===== src/rtl/scaler_outaddr_pkg.sv =====
package scaler_outaddr_pkg;
  typedef struct packed {
    logic load;
    logic nextBurst;
    logic nextRow;
  } addrStrobes_t;

  typedef enum logic {ST_IDLE, ST_RUN} seqState_t;
endpackage


===== src/rtl/scaler_outaddr_cfg.sv =====
module scaler_outaddr_cfg #(
  parameter int ADDR_W        = 32,
  parameter int DATA_W        = 32,
  parameter int DIM_W         = 12,
  parameter int VFAC_W        = 10,
  parameter int ALIGN_BITS    = 5,
  parameter int MIN_WIDTH     = 16,
  parameter int MAX_WIDTH_UP  = 4096,
  parameter int MAX_WIDTH_DN  = 1650,
  parameter int VFAC_KNEE     = 512
) (
  input  logic              clk,
  input  logic              rstN,
  input  logic              cfgWe,
  input  logic [1:0]        cfgSel,
  input  logic [DATA_W-1:0] cfgWdata,
  output logic [DIM_W-1:0]  width,
  output logic [DIM_W-1:0]  height,
  output logic [ADDR_W-1:0] startAddr,
  output logic [ADDR_W-1:0] rowOffset,
  output logic              cfgErr
);
  localparam int HGT_LSB = 16;
  localparam logic [DIM_W:0]  MIN_W_C  = (DIM_W+1)'(MIN_WIDTH);
  localparam logic [DIM_W:0]  MAX_UP_C = (DIM_W+1)'(MAX_WIDTH_UP);
  localparam logic [DIM_W:0]  MAX_DN_C = (DIM_W+1)'(MAX_WIDTH_DN);
  localparam logic [VFAC_W:0] KNEE_C   = (VFAC_W+1)'(VFAC_KNEE);

  logic [VFAC_W-1:0] vScale;
  logic [ADDR_W-ALIGN_BITS-1:0] startHi, offsetHi;

  always_ff @(posedge clk or negedge rstN) begin
    if (!rstN) begin
      width    <= '0;
      height   <= '0;
      startHi  <= '0;
      offsetHi <= '0;
      vScale   <= '0;
    end else if (cfgWe) begin
      case (cfgSel)
        2'd0: begin
          width  <= cfgWdata[DIM_W-1:0];
          height <= cfgWdata[HGT_LSB+DIM_W-1:HGT_LSB];
        end
        2'd1: startHi  <= cfgWdata[ADDR_W-1:ALIGN_BITS];
        2'd2: offsetHi <= cfgWdata[ADDR_W-1:ALIGN_BITS];
        default: vScale <= cfgWdata[VFAC_W-1:0];
      endcase
    end
  end

  // low address bits are hard zero
  assign startAddr = {startHi, {ALIGN_BITS{1'b0}}};
  assign rowOffset = {offsetHi, {ALIGN_BITS{1'b0}}};

  logic [VFAC_W:0] vFactor;
  logic            downMode;
  logic [DIM_W:0]  widthExt;
  logic            widthOk;

  always_comb begin
    vFactor  = {1'b0, vScale} + 1'b1;
    downMode = vFactor > KNEE_C;
    widthExt = {1'b0, width};
    widthOk  = (widthExt >= MIN_W_C) && !width[0] &&
               (downMode ? (widthExt <= MAX_DN_C) : (widthExt <= MAX_UP_C));
    cfgErr   = !widthOk || (height == '0);
  end
endmodule


===== src/rtl/scaler_outaddr_dp.sv =====
module scaler_outaddr_dp
  import scaler_outaddr_pkg::*;
#(
  parameter int ADDR_W      = 32,
  parameter int DIM_W       = 12,
  parameter int BURST_BYTES = 32,
  parameter int PIX_BYTES   = 2
) (
  input  logic              clk,
  input  logic              rstN,
  input  addrStrobes_t      strobes,
  input  logic [DIM_W-1:0]  width,
  input  logic [DIM_W-1:0]  height,
  input  logic [ADDR_W-1:0] startAddr,
  input  logic [ADDR_W-1:0] rowOffset,
  output logic [ADDR_W-1:0] burstAddr,
  output logic              lastBurst,
  output logic              lastRow
);
  localparam int ALIGN_BITS = $clog2(BURST_BYTES);
  localparam int BYTE_W     = DIM_W + $clog2(PIX_BYTES) + 1;

  logic [BYTE_W-1:0] rowBytes, burstsAll;
  logic [BYTE_W-1:0] burstIdx, burstLastIdx;
  logic [DIM_W-1:0]  rowIdx, rowLastIdx;
  logic [ADDR_W-1:0] rowBase, curAddr, offsetQ, rowNext;

  always_comb begin
    rowBytes  = BYTE_W'(width) * BYTE_W'(PIX_BYTES);
    burstsAll = (rowBytes + BYTE_W'(BURST_BYTES - 1)) >> ALIGN_BITS;
    rowNext   = rowBase + offsetQ;
  end

  always_ff @(posedge clk or negedge rstN) begin
    if (!rstN) begin
      rowBase      <= '0;
      curAddr      <= '0;
      offsetQ      <= '0;
      burstIdx     <= '0;
      burstLastIdx <= '0;
      rowIdx       <= '0;
      rowLastIdx   <= '0;
    end else if (strobes.load) begin
      rowBase      <= startAddr;
      curAddr      <= startAddr;
      offsetQ      <= rowOffset;
      burstIdx     <= '0;
      burstLastIdx <= burstsAll - 1'b1;
      rowIdx       <= '0;
      rowLastIdx   <= height - 1'b1;
    end else if (strobes.nextRow) begin
      rowBase  <= rowNext;
      curAddr  <= rowNext;
      burstIdx <= '0;
      rowIdx   <= rowIdx + 1'b1;
    end else if (strobes.nextBurst) begin
      curAddr  <= curAddr + ADDR_W'(BURST_BYTES);
      burstIdx <= burstIdx + 1'b1;
    end
  end

  assign burstAddr = curAddr;
  assign lastBurst = burstIdx == burstLastIdx;
  assign lastRow   = rowIdx == rowLastIdx;


  addr_align_chk: assert property (@(posedge clk) disable iff (!rstN)
    burstAddr[ALIGN_BITS-1:0] == '0);


  row_step_at_end_chk: assert property (@(posedge clk) disable iff (!rstN)
    strobes.nextRow |-> lastBurst && !lastRow);
endmodule


===== src/rtl/scaler_outaddr_ctrl.sv =====
module scaler_outaddr_ctrl
  import scaler_outaddr_pkg::*;
(
  input  logic         clk,
  input  logic         rstN,
  input  logic         start,
  input  logic         cfgErr,
  input  logic         burstReady,
  input  logic         lastBurst,
  input  logic         lastRow,
  output addrStrobes_t strobes,
  output logic         burstValid,
  output logic         done
);
  seqState_t state;
  logic      accept, frameEnd;

  always_comb begin
    accept     = (state == ST_RUN) && burstReady;
    frameEnd   = accept && lastBurst && lastRow;
    strobes    = '0;
    strobes.load      = (state == ST_IDLE) && start && !cfgErr;
    strobes.nextRow   = accept && lastBurst && !lastRow;
    strobes.nextBurst = accept && !lastBurst;
    burstValid = state == ST_RUN;
  end

  always_ff @(posedge clk or negedge rstN) begin
    if (!rstN) begin
      state <= ST_IDLE;
      done  <= 1'b0;
    end else begin
      done <= 1'b0;
      case (state)
        ST_IDLE: if (start) begin
          if (cfgErr) done  <= 1'b1;
          else        state <= ST_RUN;
        end
        default: if (frameEnd) begin
          state <= ST_IDLE;
          done  <= 1'b1;
        end
      endcase
    end
  end


  err_start_done_chk: assert property (@(posedge clk) disable iff (!rstN)
    (state == ST_IDLE) && start && cfgErr |=> done && !burstValid);


  done_quiet_chk: assert property (@(posedge clk) disable iff (!rstN)
    done |-> !burstValid);
endmodule


===== src/rtl/scaler_outaddr_gen.sv =====
module scaler_outaddr_gen
  import scaler_outaddr_pkg::*;
#(
  parameter int ADDR_W      = 32,
  parameter int DATA_W      = 32,
  parameter int DIM_W       = 12,
  parameter int VFAC_W      = 10,
  parameter int BURST_BYTES = 32,
  parameter int PIX_BYTES   = 2
) (
  input  logic              clk,
  input  logic              rstN,
  input  logic              cfgWe,
  input  logic [1:0]        cfgSel,
  input  logic [DATA_W-1:0] cfgWdata,
  output logic              cfgErr,
  input  logic              start,
  output logic              done,
  output logic [ADDR_W-1:0] burstAddr,
  output logic              burstValid,
  input  logic              burstReady
);
  localparam int ALIGN_BITS = $clog2(BURST_BYTES);

  logic [DIM_W-1:0]  width, height;
  logic [ADDR_W-1:0] startAddr, rowOffset;
  logic              lastBurst, lastRow;
  addrStrobes_t      strobes;

  scaler_outaddr_cfg #(
    .ADDR_W(ADDR_W), .DATA_W(DATA_W), .DIM_W(DIM_W), .VFAC_W(VFAC_W),
    .ALIGN_BITS(ALIGN_BITS)
  ) u_cfg (
    .clk(clk), .rstN(rstN), .cfgWe(cfgWe), .cfgSel(cfgSel), .cfgWdata(cfgWdata),
    .width(width), .height(height), .startAddr(startAddr),
    .rowOffset(rowOffset), .cfgErr(cfgErr)
  );

  scaler_outaddr_ctrl u_ctrl (
    .clk(clk), .rstN(rstN), .start(start), .cfgErr(cfgErr),
    .burstReady(burstReady), .lastBurst(lastBurst), .lastRow(lastRow),
    .strobes(strobes), .burstValid(burstValid), .done(done)
  );

  scaler_outaddr_dp #(
    .ADDR_W(ADDR_W), .DIM_W(DIM_W), .BURST_BYTES(BURST_BYTES),
    .PIX_BYTES(PIX_BYTES)
  ) u_dp (
    .clk(clk), .rstN(rstN), .strobes(strobes), .width(width), .height(height),
    .startAddr(startAddr), .rowOffset(rowOffset), .burstAddr(burstAddr),
    .lastBurst(lastBurst), .lastRow(lastRow)
  );


  stall_hold_chk: assert property (@(posedge clk) disable iff (!rstN)
    burstValid && !burstReady |=> burstValid && $stable(burstAddr));
endmodule


===== config.mk =====
export PLATFORM = sky130hd
export DESIGN_NAME = scaler_outaddr_gen
export DESIGN_NICKNAME = d
export VERILOG_FILES = /design/src/rtl/scaler_outaddr_pkg.sv /design/src/rtl/scaler_outaddr_cfg.sv /design/src/rtl/scaler_outaddr_dp.sv /design/src/rtl/scaler_outaddr_ctrl.sv /design/src/rtl/scaler_outaddr_gen.sv
export SDC_FILE = /design/constraint.sdc
export NUM_CORES = 1
export LEC_CHECK = 0
export ABC_AREA = 1
export BUFFER_PORTS_ARGS = -buffer_cell sky130_fd_sc_hd__buf_2
export CORE_MARGIN = 4
export CORE_UTILIZATION = 50
export CTS_CLUSTER_DIAMETER = 150
export DETAILED_ROUTE_END_ITERATION = 8
export PLACE_DENSITY = 0.68
export SLEW_MARGIN = 20
export SYNTH_ARGS = -nofsm -noshare
export SYNTH_HDL_FRONTEND = slang
export SYNTH_SLANG_ARGS = --single-unit

===== constraint.sdc =====
create_clock -name clk -period 3.2 [get_ports clk]
set_clock_uncertainty 0.05 [all_clocks]
set_input_delay 0 -clock clk [delete_from_list [all_inputs] [get_ports clk]]
set_output_delay 0 -clock clk [all_outputs]
set_load 0.02 [all_outputs]

# Word-level counts from Yosys, hierarchy flattened

Index checks and enable logic that the tools add are counted.

Register bits: 233
Logic and storage cells: 75

Add/subtract/negate cells: 8
Order comparisons: 4
Eq/ne operators: 4
Muxes and demuxes: 19
Bitwise operators: 2
Reductions and logical operators: 24

Operators by type and width:

| cell                                                               | count |
|---|---|
| 2-to-1 mux 32 bit                                                  | 5 |
| 2-to-1 mux 14 bit                                                  | 3 |
| adder 32 bit                                                       | 1 |
| adder 32 x 6 -> 32 bit, second input constant                      | 1 |
| 2-to-1 mux 12 bit                                                  | 2 |
| adder 13 x 5 -> 14 bit, second input constant                      | 1 |
| adder 14 x 1 -> 14 bit, second input constant                      | 1 |
| == test 14 bit                                                     | 1 |
| <= comparator 12 x 13 -> 1 bit, second input constant              | 1 |
| adder 12 x 1 -> 12 bit, second input constant                      | 1 |
| == test 12 bit                                                     | 1 |
| greater-or-equal comparator 12 x 5 -> 1 bit, second input constant | 1 |
| <= comparator 12 x 11 -> 1 bit, second input constant              | 1 |
| zero test 12 bit                                                   | 1 |
| subtractor 12 x 1 -> 12 bit, second input constant                 | 1 |
| adder 10 x 1 -> 11 bit, second input constant                      | 1 |
| > comparator 11 x 10 -> 1 bit, second input constant               | 1 |
| subtractor 9 x 1 -> 10 bit, second input constant                  | 1 |
| logical AND 1 bit                                                  | 9 |
| 2-to-1 mux 1 bit                                                   | 9 |
| AND reduction 2 bit                                                | 4 |
| zero test 1 bit                                                    | 5 |
| nonzero test 3 bit                                                 | 1 |
| OR reduction 3 bit                                                 | 1 |
| 6 further kinds                                                    | 7 |

# Longest topological paths before layout

Word-level depth: 9
Depth in mapped cells: 15

# Cells and area by module

A second synthesis with hierarchy kept.

Cells, all modules: 1814
Area total of the unflattened synthesis: 13026.2 um^2

By module, submodules not included:

| module              | instances | cells an instance | area each (um^2) |
|---|---|---|---|
| scaler_outaddr_dp   | 1         | 1469              | 9766.9 |
| scaler_outaddr_cfg  | 1         | 331               | 3148.0 |
| scaler_outaddr_ctrl | 1         | 14                | 111.4 |

# Least setup slack after synthesis

Ideal clock, no wire load.

Kind: register to register
Start: reg u_dp.offsetQ[5]
End: reg u_dp.curAddr[29] (netlist: u_dp.burstAddr[29])
Setup time: 0.117 ns
Arrival: 1.791 ns
Required time: 3.033 ns
Setup slack: 1.242 ns
Cell stages (with the launch flop): 16
Clock period less this slack: 1.958 ns
Cell sequence: dfrtp_1 > ha_1 > inv_1 > fa_1 > inv_1 > nand3_1 > nand3_1 > nand2_1 > nand2_1 > nand2_1 > nand3_1 > nand2_1 > nand2_1 > nor2_1 > nor2_1 > nor2_1

Longest elaborated chain between the ends: 3

Ends and longest elaborated chain:

| element                  | line                    | text |
|---|---|---|
| start: declaration       | scaler_outaddr_dp.sv:26 | `logic [ADDR_W-1:0] rowBase, curAddr, offsetQ, rowNext;` |
| start signal: assignment | scaler_outaddr_dp.sv:46 | `offsetQ <= rowOffset;` |
| adder 32 bit             | scaler_outaddr_dp.sv:31 | `rowNext = rowBase + offsetQ;` |
| 2-to-1 mux 32 bit        | scaler_outaddr_dp.sv:51 | `end else if (strobes.nextRow) begin` |
| 2-to-1 mux 32 bit        | scaler_outaddr_dp.sv:43 | `end else if (strobes.load) begin` |
| end signal: assignment   | scaler_outaddr_dp.sv:45 | `curAddr <= startAddr;` |
| end signal: assignment   | scaler_outaddr_dp.sv:53 | `curAddr <= rowNext;` |
| end signal: assignment   | scaler_outaddr_dp.sv:57 | `curAddr <= curAddr + ADDR_W'(BURST_BYTES);` |
| end: declaration         | scaler_outaddr_dp.sv:26 |  |

No other way between the ends.
A chain may end at the register's enable or synchronous reset.

# Worst setup path after layout

Start: reg u_cfg.height[0]
End: reg u_dp.rowBase[30]

Longest elaborated chain between the ends: 5

Ends and longest elaborated chain:

| element                                                 | line                      | text |
|---|---|---|
| start: declaration                                      | scaler_outaddr_cfg.sv:18  | `output logic [DIM_W-1:0] height,` |
| start signal: assignment                                | scaler_outaddr_cfg.sv:43  | `height <= cfgWdata[HGT_LSB+DIM_W-1:HGT_LSB];` |
| zero test 12 bit *                                      | scaler_outaddr_cfg.sv:67  | `cfgErr = !widthOk \|\| (height == '0);` |
| logical OR 1 bit *                                      | scaler_outaddr_cfg.sv:67  |  |
| zero test 1 bit *                                       | scaler_outaddr_ctrl.sv:22 | `strobes.load = (state == ST_IDLE) && start && !cfgErr;` |
| logical AND 1 bit *                                     | scaler_outaddr_ctrl.sv:22 |  |
| 2-to-1 mux 32 bit or nonzero test 2 bit (tied branches) | -                         |  |
| end signal: assignment                                  | scaler_outaddr_dp.sv:44   | `rowBase <= startAddr;` |
| end signal: assignment                                  | scaler_outaddr_dp.sv:52   | `rowBase <= rowNext;` |
| end: declaration                                        | scaler_outaddr_dp.sv:26   |  |

Every way passes the cells marked *; elsewhere a longest branch is shown, timed or not.

==> results.sh <==
export IMPL_grtUsageMet2_pct=37.1
export IMPL_cts_buffers=23
export IMPL_dp_slack_ns=0.662
export IMPL_place_congestion=0.922
export IMPL_use_met1_pct=39.8
export IMPL_vias=11300
export IMPL_ys_warn_count=0
export IMPL_crit_fanout=28
export IMPL_dieArea_sq_um=27100
export IMPL_clock_sinks=211
export IMPL_worst_pin_slew_ns=0.981
export IMPL_dr_pass1_iters=8
export IMPL_synthCells=1744
export IMPL_seq_area_frac_synth_pct=43.1
export IMPL_worstPathArrival_ns=2.95
export IMPL_clock_latency_ns=0.53
export IMPL_ys_ff_latch=211
export IMPL_synth_edf_count=0
export IMPL_synth_common_cells="nand2_1, dfrtp_1, inv_1"
export IMPL_min_path_type="input pin to register"
export IMPL_rsz0062_at_grt="no"
export IMPL_grt_max_degree=80
export IMPL_rrSetupSlack_ns=0.63
export IMPL_async_reset_ff_share_pct=100
export IMPL_first_iter_violations=998
export IMPL_drc=0
export IMPL_crit_required_ns=3.58
export IMPL_wirelength_mm=33.1
export IMPL_power_per_cell_area_nw_per_um2=822
export IMPL_p_leak_nw=7.54
export IMPL_final_max_slew_viol_count=0
export IMPL_min_period_over_period_pct=80.4
export IMPL_synthesis_nets=1815
export IMPL_rows=57
export IMPL_routedWlPerCell_um=15.2
export IMPL_num_fill_cells=2284
export IMPL_start_kind="register"
export IMPL_cts_resized=0
export IMPL_crit_type="register to register"
export IMPL_grt_pass1_wl_mm=54.5
export IMPL_hold_buffers=41
export IMPL_drv_cap=0
export IMPL_fin_nets=1915
export IMPL_cp_end_kind="register"
export IMPL_post_cts_buffers=0
export IMPL_track_usage_pct=25.1
export IMPL_setup_viol=0
export IMPL_antenna_found_initial=0
export IMPL_h_tree_depth=1
export IMPL_die_h_um=164
export IMPL_cts_tree="done"
export IMPL_netlist_area_sq_um=12200
export IMPL_diodes=0
export IMPL_synthFlopType="dfrtp_1"
export IMPL_num_io_pins=74
export IMPL_busiest_layer="met1"
export IMPL_tns_ns=0
export IMPL_fp_dieW_um=164
export IMPL_overflow=0
export IMPL_antenna_left=0
export IMPL_timing_final_ws_setup_ns=0.628
export IMPL_multi_input_area_sq_um=5910
export IMPL_synthToLayoutAreaGrowth_pct=15.6
export IMPL_netlist_area_leader_share_pct=43.1
export IMPL_clockBufferDepth=3
export IMPL_grt_pass1_vias=10500
export IMPL_dp_hpwl_mm=24.8
export IMPL_routed_via_density=5.15
export IMPL_numPortBuffers=73
export IMPL_status="complete, no violations"
export IMPL_clk_pin_slew_ns=0.06
export IMPL_clockRootBuffer="clkbuf_16"
export IMPL_synth_area_per_cell_sq_um=7.02
export IMPL_max_vdd_ir_drop_v=0.000406
export IMPL_met3_usage_pct=2.55
export IMPL_drive_gt1_share_pct=7.79
export IMPL_regArea_sq_um=5280
export IMPL_ys_types=36
export IMPL_fmax_mhz=389
export IMPL_core_area_sq_um=24200
export IMPL_synth_largest_area_cell="dfrtp_1"
export IMPL_yosysMostFrequentCell="nand2_1"
export IMPL_max_slew_margin_rel_pct=34.5
export IMPL_layout_min_cycle_time_ns=2.57
export IMPL_initial_utilization_pct=50.6
export IMPL_hold_viol_final=0
export IMPL_synthTopCellsByArea="dfrtp_1, nand2_1, inv_1"
[layout make-up]
type / instances / share of cell area [%]
clock inverters: 9 / 1.02
multi-input cells: 1269 / 41.8
inverters: 208 / 5.52
clock buffers: 33 / 4.69
flip-flops and latches: 211 / 37.3
well taps: 324 / 2.86
repair buffers: 131 / 6.84
[registers in the layout, summed over array words and instances, names as in the netlist]
name	flops
u_ctrl.burstValid	1
u_dp.burstIdx	14
u_dp.rowIdx	12
u_cfg.vScale	1
u_dp.burstLastIdx	10
u_cfg.height	12
u_dp.rowLastIdx	12
u_dp.rowBase	27
u_cfg.offsetHi	27
u_dp.burstAddr	28
u_cfg.width	12
u_ctrl.done	1
u_dp.offsetQ	27
u_cfg.startHi	27
[logic make-up after synthesis]
group                      synth area share [%]
adders and majority gates                  3.33
xor gates and xnor gates                   3.22
AOI/OAI and AO/OA                          7.88
and+or+nand+nor                            33.7
DFF                                        43.1
buffers and inverters                      8.74
[power breakdown]
group          total, mW  internal (mW)  switching, mW
Sequential          4.33           3.51          0.827
Combinational       4.50           1.64           2.86
Clock               2.79           1.70           1.10
Total               11.6           6.84           4.79
[layer usage]
layer / part of all wire (%) / vias up / wire, um
met4: 2.2 / 0 / 722
met5: 0 / - / 0
met2: 42 / 306 / 13900
li1: - / 5689 / -
met1: 50 / 5206 / 16600
met3: 5.5 / 59 / 1830
[path summary, 6_finish.rpt]
path,startpoint,end,cells past startpoint
min in group asynchronous,rstN,u_dp.burstIdx[9],3
max in group asynchronous,rstN,u_cfg.startHi[11],4
worst max register to register,u_cfg.height[0],u_dp.rowBase[30],12
worst min-delay path,cfgWe,u_cfg.width[6],5
worst min register to register,u_cfg.offsetHi[6],u_dp.offsetQ[11],2
worst max-delay path,u_cfg.height[0],u_dp.rowBase[30],12
[per-stage QoR]
| stage | utilization, % | hold WS [ns] | power, mW | instance area, sq um | instances |
|---|---|---|---|---|---|
| floorplan | - | -0.346 | 7.48 | 12200 | 1744 |
| global placement | 53.4 | -0.0735 | 8.64 | 12900 | 2102 |
| detailed placement | 53.4 | -0.0689 | 8.76 | 12900 | 2102 |
| CTS | 58.5 | 0.0885 | 11.7 | 14200 | 2185 |
| global route | 58.5 | 0.147 | 12.6 | 14200 | 2185 |
| finish | 58.5 | 0.107 | 11.6 | 14200 | 2185 |
[layout by cell type, fill, tap and decap left out, drive strengths merged, types with 2 or more instances in the layout]
cell and count:
nand2 632, dfrtp 211, inv 209, nor2 185, nand3 130, o21ai 130, buf 91, a21oi 41
dlygate4sd3 40, clkbuf 33, ha 31, xor2 30, nor3 19, nand4 17, xnor2 15, nand3b 15
o211ai 4, a31oi 3, nor4 3, o21bai 3, bufinv 3, clkinv 3, or2 2, o31ai 2
clkinvlp 2
[worst max-delay path, cell delays in order, from the launching register on]
cell and delay (ns):
dfrtp_1 0.39, inv_1 0.08, ha_1 0.20, nand2_1 0.10
nor2_1 0.14, nand2_1 0.10, nand4_4 0.22, buf_4 0.28
nand2_1 0.11, inv_2 0.21, buf_4 0.36, nand2_1 0.09
o211ai_1 0.10
Power figures use the tool's default switching activity.
